$ cat src/rtl/wide_alu_pkg.sv
package wide_alu_pkg;
  typedef enum logic [3:0] {
    OP_ADDW   = 4'd0,
    OP_ADDWC  = 4'd1,
    OP_SUBW   = 4'd2,
    OP_SUBWC  = 4'd3,
    OP_ADDD   = 4'd4,
    OP_ADDDC  = 4'd5,
    OP_SUBD   = 4'd6,
    OP_SUBDC  = 4'd7,
    OP_AND    = 4'd8,
    OP_OR     = 4'd9,
    OP_XOR    = 4'd10,
    OP_NOR    = 4'd11,
    OP_SLT    = 4'd12,
    OP_SLTU   = 4'd13,
    OP_TRAPEQ = 4'd14,
    OP_NONE   = 4'd15
  } alu_op_e;

  typedef enum logic [1:0] {
    LG_AND = 2'd0,
    LG_OR  = 2'd1,
    LG_XOR = 2'd2,
    LG_NOR = 2'd3
  } logic_sel_e;

  typedef enum logic [2:0] {
    SRC_ZERO,
    SRC_ARITH,
    SRC_LOGIC,
    SRC_LTS,
    SRC_LTU
  } res_src_e;
endpackage

$ cat src/rtl/wide_alu_addsub.sv
module wide_alu_addsub #(
  parameter int XLEN = 64,
  parameter int WLEN = 32
) (
  input  logic [XLEN-1:0] a,
  input  logic [XLEN-1:0] b,
  input  logic            sub,
  input  logic            word,
  output logic [XLEN-1:0] res
);
  localparam int EXT = XLEN - WLEN;

  logic [XLEN-1:0] b_eff;
  logic [XLEN-1:0] sum;

  always_comb begin
    b_eff = sub ? ~b : b;
    sum   = a + b_eff + {{(XLEN-1){1'b0}}, sub};
    if (word) res = {{EXT{sum[WLEN-1]}}, sum[WLEN-1:0]};
    else      res = sum;
  end
endmodule

$ cat src/rtl/wide_alu_logic.sv
module wide_alu_logic
  import wide_alu_pkg::*;
#(
  parameter int XLEN = 64
) (
  input  logic [XLEN-1:0] a,
  input  logic [XLEN-1:0] b,
  input  logic_sel_e      sel,
  output logic [XLEN-1:0] res
);
  always_comb begin
    unique case (sel)
      LG_AND:  res = a & b;
      LG_OR:   res = a | b;
      LG_XOR:  res = a ^ b;
      default: res = ~(a | b);
    endcase
  end
endmodule

$ cat src/rtl/wide_alu_cmp.sv
module wide_alu_cmp #(
  parameter int XLEN = 64
) (
  input  logic [XLEN-1:0] a,
  input  logic [XLEN-1:0] b,
  output logic            lt_s,
  output logic            lt_u,
  output logic            eq
);
  logic [XLEN:0] diff;

  always_comb begin
    diff = {1'b0, a} - {1'b0, b};
    lt_u = diff[XLEN];
    // signs differ: a is smaller when a is negative
    if (a[XLEN-1] != b[XLEN-1]) lt_s = a[XLEN-1];
    else                        lt_s = diff[XLEN];
    eq   = (a == b);
  end
endmodule

$ cat src/rtl/wide_alu.sv
module wide_alu
  import wide_alu_pkg::*;
#(
  parameter int XLEN = 64,
  parameter int WLEN = 32,
  parameter int OPW  = 4
) (
  input  logic            clk,
  input  logic            rst,
  input  logic            in_valid,
  input  logic [OPW-1:0]  in_op,
  input  logic [XLEN-1:0] in_a,
  input  logic [XLEN-1:0] in_b,
  output logic            out_valid,
  output logic [XLEN-1:0] out_result,
  output logic            out_trap
);
  localparam int EXT = XLEN - WLEN;

  alu_op_e         op;
  logic            as_sub, as_word, trap_op;
  logic_sel_e      lg_sel;
  res_src_e        src;
  logic [XLEN-1:0] arith_res, logic_res, next_res;
  logic            lt_s, lt_u, eq;

  always_comb begin
    op      = alu_op_e'(in_op);
    as_sub  = 1'b0;
    as_word = 1'b0;
    trap_op = 1'b0;
    lg_sel  = LG_AND;
    src     = SRC_ZERO;
    unique case (op)
      OP_ADDW, OP_ADDWC: begin src = SRC_ARITH; as_word = 1'b1; end
      OP_SUBW, OP_SUBWC: begin src = SRC_ARITH; as_word = 1'b1; as_sub = 1'b1; end
      OP_ADDD, OP_ADDDC: src = SRC_ARITH;
      OP_SUBD, OP_SUBDC: begin src = SRC_ARITH; as_sub = 1'b1; end
      OP_AND:  begin src = SRC_LOGIC; lg_sel = LG_AND; end
      OP_OR:   begin src = SRC_LOGIC; lg_sel = LG_OR;  end
      OP_XOR:  begin src = SRC_LOGIC; lg_sel = LG_XOR; end
      OP_NOR:  begin src = SRC_LOGIC; lg_sel = LG_NOR; end
      OP_SLT:  src = SRC_LTS;
      OP_SLTU: src = SRC_LTU;
      OP_TRAPEQ: trap_op = 1'b1;
      default: src = SRC_ZERO;
    endcase
  end

  wide_alu_addsub #(.XLEN(XLEN), .WLEN(WLEN)) u_addsub (
    .a(in_a), .b(in_b), .sub(as_sub), .word(as_word), .res(arith_res)
  );

  wide_alu_logic #(.XLEN(XLEN)) u_logic (
    .a(in_a), .b(in_b), .sel(lg_sel), .res(logic_res)
  );

  wide_alu_cmp #(.XLEN(XLEN)) u_cmp (
    .a(in_a), .b(in_b), .lt_s(lt_s), .lt_u(lt_u), .eq(eq)
  );

  always_comb begin
    unique case (src)
      SRC_ARITH: next_res = arith_res;
      SRC_LOGIC: next_res = logic_res;
      SRC_LTS:   next_res = {{(XLEN-1){1'b0}}, lt_s};
      SRC_LTU:   next_res = {{(XLEN-1){1'b0}}, lt_u};
      default:   next_res = '0;
    endcase
  end

  always_ff @(posedge clk) begin
    if (rst) begin
      out_valid  <= 1'b0;
      out_result <= '0;
      out_trap   <= 1'b0;
    end else begin
      out_valid  <= in_valid;
      out_result <= next_res;
      out_trap   <= trap_op & eq;
    end
  end


  word_sext_chk: assert property (@(posedge clk) disable iff (rst)
    (out_valid && $past(in_op) < 4'd4) |-> (out_result[XLEN-1:WLEN] == {EXT{out_result[WLEN-1]}}));


  no_overflow_chk: assert property (@(posedge clk) disable iff (rst)
    ($past(in_op) < 4'd8) |-> !out_trap);


  setlt_range_chk: assert property (@(posedge clk) disable iff (rst)
    ($past(in_op) == 4'd12 || $past(in_op) == 4'd13) |-> (out_result[XLEN-1:1] == '0));


  trap_zero_res_chk: assert property (@(posedge clk) disable iff (rst)
    ($past(in_op) == 4'd14) |-> (out_result == '0));


  trap_only_eq_chk: assert property (@(posedge clk) disable iff (rst)
    out_trap |-> ($past(in_op) == 4'd14 && $past(in_a) == $past(in_b)));


  unused_code_chk: assert property (@(posedge clk) disable iff (rst)
    ($past(in_op) == 4'd15) |-> (out_result == '0 && !out_trap));


  valid_follow_chk: assert property (@(posedge clk) disable iff (rst)
    out_valid == $past(in_valid));
endmodule

$ cat config.mk
export PLATFORM = sky130hd
export DESIGN_NAME = wide_alu
export DESIGN_NICKNAME = d
export VERILOG_FILES = /design/src/rtl/wide_alu_pkg.sv /design/src/rtl/wide_alu_addsub.sv /design/src/rtl/wide_alu_logic.sv /design/src/rtl/wide_alu_cmp.sv /design/src/rtl/wide_alu.sv
export SDC_FILE = /design/constraint.sdc
export NUM_CORES = 1
export LEC_CHECK = 0
export ABC_AREA = 1
export BUFFER_PORTS_ARGS = -buffer_cell sky130_fd_sc_hd__buf_2
export CORE_UTILIZATION = 30
export CTS_CLUSTER_DIAMETER = 30
export DETAILED_ROUTE_END_ITERATION = 8
export GPL_TIMING_DRIVEN = 0
export PLACE_DENSITY_LB_ADDON = 0.05
export SLEW_MARGIN = 20
export SYNTH_ARGS = -nofsm -noshare
export SYNTH_HDL_FRONTEND = slang
export SYNTH_SLANG_ARGS = --single-unit
$ cat constraint.sdc
create_clock -name clk -period 6.4 [get_ports clk]
set_clock_uncertainty 0.15 [all_clocks]
set_input_delay 0.32 -clock clk [delete_from_list [all_inputs] [get_ports clk]]
set_output_delay 0.32 -clock clk [all_outputs]
set_load 0.01 [all_outputs]
==> results of run 1 <==
[cell usage after synthesis, types with 2 or more instances]
| master | instances | share of area |
|---|---|---|
| clkbuf_1 | 37 | 0.010 |
| nand3_2 | 2 | 0.0015 |
| o2111ai_1 | 38 | 0.025 |
| o21ai_0 | 89 | 0.034 |
| nand3_1 | 116 | 0.044 |
| xor2_1 | 64 | 0.042 |
| dfxtp_1 | 66 | 0.099 |
| nand2_2 | 6 | 0.0028 |
| nand4_1 | 21 | 0.0099 |
| o211ai_1 | 3 | 0.0017 |
| inv_2 | 3 | 0.00085 |
| buf_6 | 4 | 0.0034 |
| xnor2_1 | 4 | 0.0026 |
| a21o_1 | 6 | 0.0034 |
| nor2_1 | 179 | 0.051 |
| o21ai_1 | 6 | 0.0023 |
| nor4_1 | 7 | 0.0033 |
| a22oi_1 | 2 | 0.0011 |
| nor3_1 | 9 | 0.0034 |
| nor3_2 | 2 | 0.0015 |
| or2_2 | 23 | 0.011 |
| o21bai_1 | 10 | 0.0056 |
| nand2_1 | 604 | 0.17 |
| o21ai_2 | 2 | 0.0013 |
| buf_2 | 13 | 0.0049 |
| ha_1 | 261 | 0.25 |
| o22ai_1 | 15 | 0.0071 |
| a21oi_1 | 181 | 0.068 |
| buf_1 | 4 | 0.0011 |
| o21a_1 | 3 | 0.0017 |
| a32oi_1 | 5 | 0.0033 |
| inv_1 | 392 | 0.11 |
| o31ai_1 | 4 | 0.0023 |
| o221ai_1 | 24 | 0.016 |
[kinds of logic after synthesis]
logic type / Yosys count / share of synthesized area
fa+ha+maj: 262 / 0.247
compound gates: 393 / 0.175
xor+xnor: 68 / 0.0448
flops: 66 / 0.0994
simple gates: 974 / 0.302
buf+inv: 453 / 0.131
[final cells by class]
class | count | area share
clock buffers | 12 | 0.0167
clock inverters | 2 | 0.00245
flip-flops and latches | 66 | 0.0862
multi-input cells | 1697 | 0.667
repair buffers | 200 | 0.0656
well taps | 585 | 0.0478
plain buffers | 58 | 0.0176
inverters | 395 | 0.0967
[layout by cell type (no fill, tap or decap), types with 3 or more instances in the layout]
master,Yosys,layout
o2111ai_1,38,38
buf_2,13,212
clkbuf_2,0,4
o21ai_1,6,6
xnor2_1,4,4
o21bai_1,10,10
nand2_1,604,604
o221ai_1,24,24
nand2_2,6,6
buf_6,4,4
clkbuf_16,0,9
ha_1,261,261
o21ai_0,89,89
o21a_1,3,3
xor2_1,64,64
a21oi_1,181,181
clkbuf_1,37,34
inv_2,3,3
o211ai_1,3,3
o31ai_1,4,4
nor4_1,7,7
nor2_1,179,179
nand3_1,116,116
buf_1,4,4
inv_1,392,392
or2_2,23,23
dfxtp_1,66,66
a21o_1,6,6
a32oi_1,5,5
o22ai_1,15,15
nor3_1,9,9
nand4_1,21,21
[sequential cells by signal, indices dropped and copies added, names as in the netlist]
signal	cells
out_result	64
out_trap	1
out_valid	1
[worst min-delay path by stage]
stage	from	endpoint	slack, ns	cells past startpoint
after global placement	in_valid	out_valid	0.37	3
after detailed placement	in_valid	out_valid	0.39	3
after CTS	rst	out_trap	0.08	4
after floorplan	in_valid	out_valid	0.28	2
final	rst	out_trap	0.11	4
after global routing	rst	out_trap	0.14	4
[per-layer routing]
layer | global-route usage | vias to the layer above
met5 | 0 | -
met4 | 0.0861 | 0
met3 | 0.0292 | 58
met2 | 0.472 | 373
met1 | 0.376 | 6939
li1 | - | 7555
[power by group through the flow]
stage	sequential [W]	clock, W	combinational [W]
6_report	0.000469	0.000543	0.00142
5_1_grt	0.000473	0.000578	0.00157
4_1_cts	0.000470	0.000568	0.00141
3_5_place_dp	0.000478	0	0.00140
3_3_place_gp	0.000477	0	0.00140
2_1_floorplan	0.000505	0	0.000840
[worst max-delay path, cell delays in order]
cell      delay [ns]
buf_2           0.12
inv_2           0.08
nand2_8         0.13
clkbuf_1        0.84
xor2_1          0.15
ha_1            0.39
nand2_1         0.13
inv_1           0.05
a21oi_1         0.23
nand2_1         0.30
a21oi_1         0.65
o21ai_1         0.32
nand2_1         0.24
nand2_1         0.08
nand2_1         0.07
nand3_1         0.06
nand2_1         0.11
a21oi_1         0.07
[metrics by stage]
step,power (W),setup slack (ns),instances,utilization
floorplan,0.00134,3.52,2216,-
global placement,0.00188,1.73,3000,0.346
detailed placement,0.00188,1.83,3000,0.346
CTS,0.00245,2.23,3015,0.353
global route,0.00262,2.06,3015,0.353
finish,0.00243,2.12,3015,0.353
==> flow_summary.toml, run 1 <==
[outcome]
status = "finished clean"

[floorplanning]
start_util = 0.306
die_h_um = 212
num_rows = 76
dieArea_um2 = 45100
core_region_area_um2 = 43400
ios = 201
die_x_um = 212

[timing]
setup_tns_ns = 0
min_period_ns = 4.28
final-hold-violation-count = 0
fin_worst_hold_slack_ns = 0.106
rsz0062_at_grt = "no"
layout_worst_path_cycle_share = 0.669
slew_violations = 0
setup_viol = 0
fmaxAchievable_ghz = 0.234
slew_headroom = 0.165
tightest_slew_ns = 1.25

[critical_path]
cp-endpoint = "out_result[60]"
path_max_fanout = 10
start_kind = "primary input"
endpoint_kind = "flop"
required_ns = 6.48
crit_path_start = "in_op[3]"
worstSetupPathType = "primary input to flop"
cp.arrival_ns = 4.36

[clock_tree]
cts-buffers-inserted = 9
clkTransAtPathRegs_ns = 0.06
clockRootBuffer = "clkbuf_16"
ctsResizeCount = 0
cts.path.max_buffers = 2
h-tree-depth = 3
post_cts_buffers = 0
cts_tree = "yes"
holdBufCountCts = 1
cts.sinks = 66

[final_layout]
nets = 2824
fillCellCount = 4993
layout.area.seq_um2 = 1320
multi_input_area_um2 = 10200
layout-drive-gt1-share = 0.112
final_design_area_no_fill_um2 = 15300
n_antenna_cell = 0
area_growth_pct = 15.3

[grt]
antenna_found_initial = 0
grt-ovfl-total = 0
grt_pass1_vias = 14600
grt_pass1_wl_um = 91700
grt_max_degree = 11
gr-usage-all-layers = 0.282

[logic_synthesis]
seq_area_frac_synth = 0.0994
syn_area_um2 = 13300
synth.distinct_cells = 45
synthArstFlopShare = 0
syn-mean-instance-area_um2 = 6.00
synth-main-ff-cell = "dfxtp_1"
synth.ff_latch_count = 66
syn_inst = 2216
synth_edf_count = 0
syn-num-nets = 2613
yosys_warnings = 0

[drt]
drt-pass1-iter-count = 8
first_iter_violations = 1055
final_antenna_net_count = 0
vias = 14900
top_layer_used = "met4"
wl_met2_um = 29300
wl_met1_um = 30200
route.met3.wl_um = 2300
viasPerCell = 4.95
wire_per_inst_um = 21.0
drc_errors = 0
wl_um = 63400

[pwr]
peakVddDrop_v = 0.000114
p_switching_w = 0.00120
p_per_area_nw_per_um2 = 158
pwr-share-clk = 0.224
pwr-share-seq = 0.193
intPower_w = 0.00123
swShare = 0.494
p_comb_frac = 0.583
leakagePower_nw = 8.34

[place]
dpl-instance-area_um2 = 15000
port_buffers = 199
dp_hpwl_um = 53800
globalplace.congestion = 0.924

[worst_hold_path]
hold_path.class = "primary input to flop"

[flow_run]
cap_violations = 0
(Power assumes the default switching activity.)
==> run 2, diff against run 1 <==
ABC_AREA = 0   (was 1)
clock period = 3.85 ns   (was 6.4 ns; I/O delays follow)
==> run 2 against run 1 <==
- worst hold slack improved by 0.18 ns
- critical path depth fell by 2
- worst setup slack got worse by 2.0 ns
- first-iteration DRC count fell by 21%
- total power rose by 75%
- highest routed layer is now met5
==> flow_summary.toml, run 2 <==
[outcome]
status = "finished clean"

[grt]
gr-usage-all-layers = 0.244
grt-ovfl-total = 0
grt_max_degree = 12
antenna_found_initial = 6
grt_pass1_wl_um = 75700
grt_pass1_vias = 12000

[timing]
slew_headroom = 0.243
final-hold-violation-count = 0
slew_violations = 0
min_period_ns = 3.71
tightest_slew_ns = 1.14
timing.final.ws_setup_ns = 0.140
setup_viol = 0
layout_worst_path_cycle_share = 0.964
fmaxAchievable_ghz = 0.270

[drt]
viasPerCell = 5.17
final_antenna_net_count = 0
wire_per_inst_um = 21.2
wl_um = 51400
vias = 12500
first_iter_violations = 836
drc_errors = 0
drt-pass1-iter-count = 5

[clock_tree]
cts.path.max_buffers = 2
cts_tree = "yes"
cts-buffers-inserted = 9
cts.sinks = 66
h-tree-depth = 3
clockRootBuffer = "clkbuf_16"
clkTransAtPathRegs_ns = 0.07

[place]
post-place-ws_ns = -1.67
globalplace.congestion = 0.909
dp_hpwl_um = 41900
port_buffers = 196

[floorplanning]
die_x_um = 205
core_region_area_um2 = 40800
start_util = 0.304
num_rows = 74
dieArea_um2 = 42100
die_h_um = 205
ios = 201

[logic_synthesis]
synth.ff_latch_count = 66
synth_common_cells = "ha_1, a21oi_1, inv_1, nor2_1, xnor2_1"
synth_top_family_by_area = "adder cells"
yosys.area_share.simple = 0.151
syn_inst = 1669
yosys_warnings = 0
synth_compound_area_frac = 0.223
synth_mux_area_frac = 0.0463
yosysMostFrequentCell = "ha_1"
post-synth-top-area-fraction = 0.264
syn-mean-instance-area_um2 = 7.43
synth_xor_area_frac = 0.127
synth-main-ff-cell = "dfxtp_1"
syn_area_um2 = 12400
syn-num-nets = 2066
synth.distinct_cells = 75
synthAdderAreaFrac = 0.265
synth_area_leaders = "ha_1, dfxtp_1, xnor2_1, a21oi_1, inv_1"
synthArstFlopShare = 0
synth_edf_count = 0
seq_area_frac_synth = 0.107
synth_top_area_cell = "ha_1"

[final_layout]
final_cell_mix = "ha_1, buf_2, inv_1, a21oi_1, nor2_1"
nets = 2282
final_common_cell = "ha_1"
layout-drive-gt1-share = 0.162
area_growth_pct = 19.6
largest_reg_flops = 64
reg.largest.list = "out_result (64), out_trap (1), out_valid (1)"
regMostFlops = "out_result"

[critical_path]
start_kind = "primary input"
cp.arrival_ns = 3.83
worstSetupPathType = "primary input to flop"
path_max_fanout = 10
required_ns = 3.97
endpoint_kind = "flop"

[pwr]
leakagePower_nw = 7.20
p_per_area_nw_per_um2 = 286
peakVddDrop_v = 0.000216
power_w = 0.00424

[flow_run]
cap_violations = 0

[worst_hold_path]
hold_path.class = "primary input to flop"
## run 2: metal layers
metal	up-vias	wire, um	global-route usage
met1	5963	25600	0.351
met3	53	2670	0.0394
met4	8	1020	0.0648
met2	339	22100	0.373
met5	-	57	0
li1	6178	-	-
## run 2: kinds of logic (layout without fill, tap and decap cells)
| group | Yosys count | count (layout) |
|---|---|---|
| muxes | 57 | 57 |
| other | 0 | 2 |
| adders and majority gates | 262 | 262 |
| AOI/OAI and AO/OA | 442 | 442 |
| DFF | 66 | 66 |
| xor gates and xnor gates | 180 | 180 |
| buffers and inverters | 259 | 480 |
| and+or+nand+nor | 403 | 403 |
## run 2: area by class of cell
| type | instances | area [um^2] |
|---|---|---|
| plain buffers | 87 | 447 |
| well taps | 532 | 666 |
| diodes | 2 | 5.00 |
| repair buffers | 212 | 1100 |
| multi-input cells | 1344 | 10300 |
| clock inverters | 5 | 100 |
| inverters | 165 | 619 |
| fillers | 4414 | 26000 |
| flip-flops and latches | 66 | 1320 |
| clock buffers | 11 | 253 |
## run 2: worst max-delay path: stages
cell      delay, ns
clkbuf_4       0.17
nand2b_4       0.23
buf_12         0.19
xnor2_1        0.13
ha_1           0.27
buf_4          0.15
nand2_2        0.06
o211a_1        0.27
o41ai_4        0.52
nor4_1         0.10
a311oi_1       0.28
o211a_1        0.21
buf_6          0.16
clkbuf_2       0.32
nand3_1        0.27
o211ai_1       0.29
## run 2: through the flow
step,cell area [um^2],TNS (ns),hold WS [ns],util,instances
2_1_floorplan,12400,0,0.171,-,1669
3_3_place_gp,14000,-45.96,0.257,0.344,2397
3_5_place_dp,14000,-45.37,0.256,0.344,2397
4_1_cts,14600,0,0.265,0.358,2418
5_1_grt,14800,-0.00715,0.330,0.363,2424
6_report,14800,0,0.282,0.363,2424
## run 2: what timing repair did
action	CTS	global route
pin swaps	3	15
gates resized for setup	36	36
hold endpoints to repair	1	0
buffers inserted	5	10
endpoints found under the setup margin	43	31
hold buffers	1	0
## run 2: power breakdown
| group | total (W) | internal (W) | switching, W |
|---|---|---|---|
| Clock | 0.00103 | 0.000665 | 0.000370 |
| Combinational | 0.00242 | 0.000935 | 0.00148 |
| Sequential | 0.000787 | 0.000768 | 0.0000190 |
## run 2: path summary, 6_finish.rpt
kind / startpoint / cells after the start / slack (ns) / end
setup / recovery: in_op[3] / 16 / 0.14 / out_result[41]
hold / removal: in_b[21] / 6 / 0.28 / out_result[21]
==> run 3, diff against run 2 <==
PLACE_DENSITY_LB_ADDON = not set   (was 0.05)
clock period = 3.9 ns   (was 3.85 ns; I/O delays follow)
==> run 3 against run 2 <==
- combinational power down 5%
- sequential power down 1%
- non-clock buffer count down 5
- highest routed layer unchanged
==> flow_summary.toml, run 3 (synthesis results as in run 2) <==
[pwr]
p_per_area_nw_per_um2 = 274
peakVddDrop_v = 0.000175
power_w = 0.00400
leakagePower_nw = 7.11

[critical_path]
slowest_stage = "or4_1"
critical_path_depth = 13
crit_path_start = "in_a[63]"
path_max_fanout = 5
cp-endpoint = "out_result[0]"
crit_family = "simple AND/OR/NAND/NOR gates"
critPathBufInv = 2
start_kind = "primary input"
path_cells = "buf_2 > inv_1 > ha_1 > nor4_1 > nand3_1 > or4_1 > nor2_2 > nand4_1 > or3_1 > a221o_1 > nor4bb_1 > a21oi_1 > nor2_1"
endpoint_kind = "flop"
cp.arrival_ns = 3.86
slowest_delay_ns = 0.61
worstSetupPathType = "primary input to flop"
required_ns = 3.95

[final_layout]
final_design_area_no_fill_um2 = 14600
final_util = 0.358
final_cell_mix = "ha_1, buf_2, inv_1, a21oi_1, nor2_1"
reg.largest.list = "out_result (64), out_trap (1), out_valid (1)"
area_growth_pct = 17.9
regMostFlops = "out_result"
final_common_cell = "ha_1"
fillCellCount = 4334
layout-drive-gt1-share = 0.151
nets = 2278
largest_reg_flops = 64

[place]
post-place-ws_ns = -1.84
dpl-instance-area_um2 = 14000
port_buffers = 196
dp_hpwl_um = 38600
globalplace.congestion = 0.950

[outcome]
status = "finished clean"

[timing]
fin_worst_hold_slack_ns = 0.282
tightest_slew_ns = 1.16
fmaxAchievable_ghz = 0.263
setup_viol = 0
slew_violations = 0
timing.final.ws_setup_ns = 0.0913
final-hold-violation-count = 0
slew_headroom = 0.228
min_period_ns = 3.81
layout_worst_path_cycle_share = 0.977

[grt]
grt-ovfl-total = 0
gr-usage-all-layers = 0.224
grt_max_degree = 13
antenna_found_initial = 9
grt_pass1_vias = 12400
grt_pass1_wl_um = 71600

[floorplanning]
core_region_area_um2 = 40800
start_util = 0.304
dieArea_um2 = 42100
num_rows = 74
die_x_um = 205
die_h_um = 205
ios = 201

[drt]
wire_per_inst_um = 19.6
first_iter_violations = 972
viasPerCell = 5.21
drc_errors = 0
wl_um = 47500
final_antenna_net_count = 0
drt-pass1-iter-count = 5
vias = 12600

[clock_tree]
cts.path.max_buffers = 2
clkTransAtPathRegs_ns = 0.06
clockRootBuffer = "clkbuf_16"
cts_tree = "yes"
h-tree-depth = 3
cts-buffers-inserted = 9
cts.sinks = 66

[worst_hold_path]
worstHoldStart = "in_a[3]"
min_path_cells = 6
hold_path.class = "primary input to flop"

[flow_run]
cap_violations = 0
==> run 3: area by class of cell <==
class	instances	area, um^2	area share
multi-input cells	1345	10200	0.699
repair buffers	204	1040	0.0714
diodes	8	20.0	0.00137
well taps	532	666	0.0455
flip-flops and latches	66	1320	0.0904
clock inverters	6	92.6	0.00633
clock buffers	9	225	0.0154
inverters	165	619	0.0424
plain buffers	90	415	0.0284
==> run 3: per-stage QoR <==
| stage | TNS (ns) | cells |
|---|---|---|
| 4_1_cts | -1.07 | 2414 |
| 5_1_grt | -0.0375 | 2422 |
| 3_5_place_dp | -53.04 | 2397 |
| 6_report | 0 | 2425 |
| 3_3_place_gp | -52.05 | 2397 |
| 2_1_floorplan | 0 | 1669 |
==> run 3: metal layers <==
layer / vias to the layer above / wire length, um / share of wire / global-route usage
met5: - / 26 / 0.00055 / 0
met4: 4 / 1770 / 0.037 / 0.102
met3: 86 / 3120 / 0.066 / 0.0426
met2: 421 / 21700 / 0.46 / 0.362
met1: 5958 / 20900 / 0.44 / 0.288
li1: 6170 / - / - / -
==> run 3: where the power goes <==
group | switching [W] | internal (W)
combinational | 0.00140 | 0.000888
sequential | 0.0000193 | 0.000758
clock | 0.000377 | 0.000557
==> run 3: what timing repair did <==
action | in CTS | in global routing
gates resized for setup | 25 | 25
hold buffers | 1 | 0
setup endpoints to repair | 47 | 34
buffers inserted | 2 | 5
cloned | 0 | 1
pin swaps | 1 | 7
endpoints found under the hold margin | 1 | 0
==> run 3: worst min path at each step <==
stage / to / slack, ns
floorplan: out_valid / 0.17
global placement: out_valid / 0.25
detailed placement: out_valid / 0.27
CTS: out_trap / 0.26
global route: out_trap / 0.31
finish: out_trap / 0.28
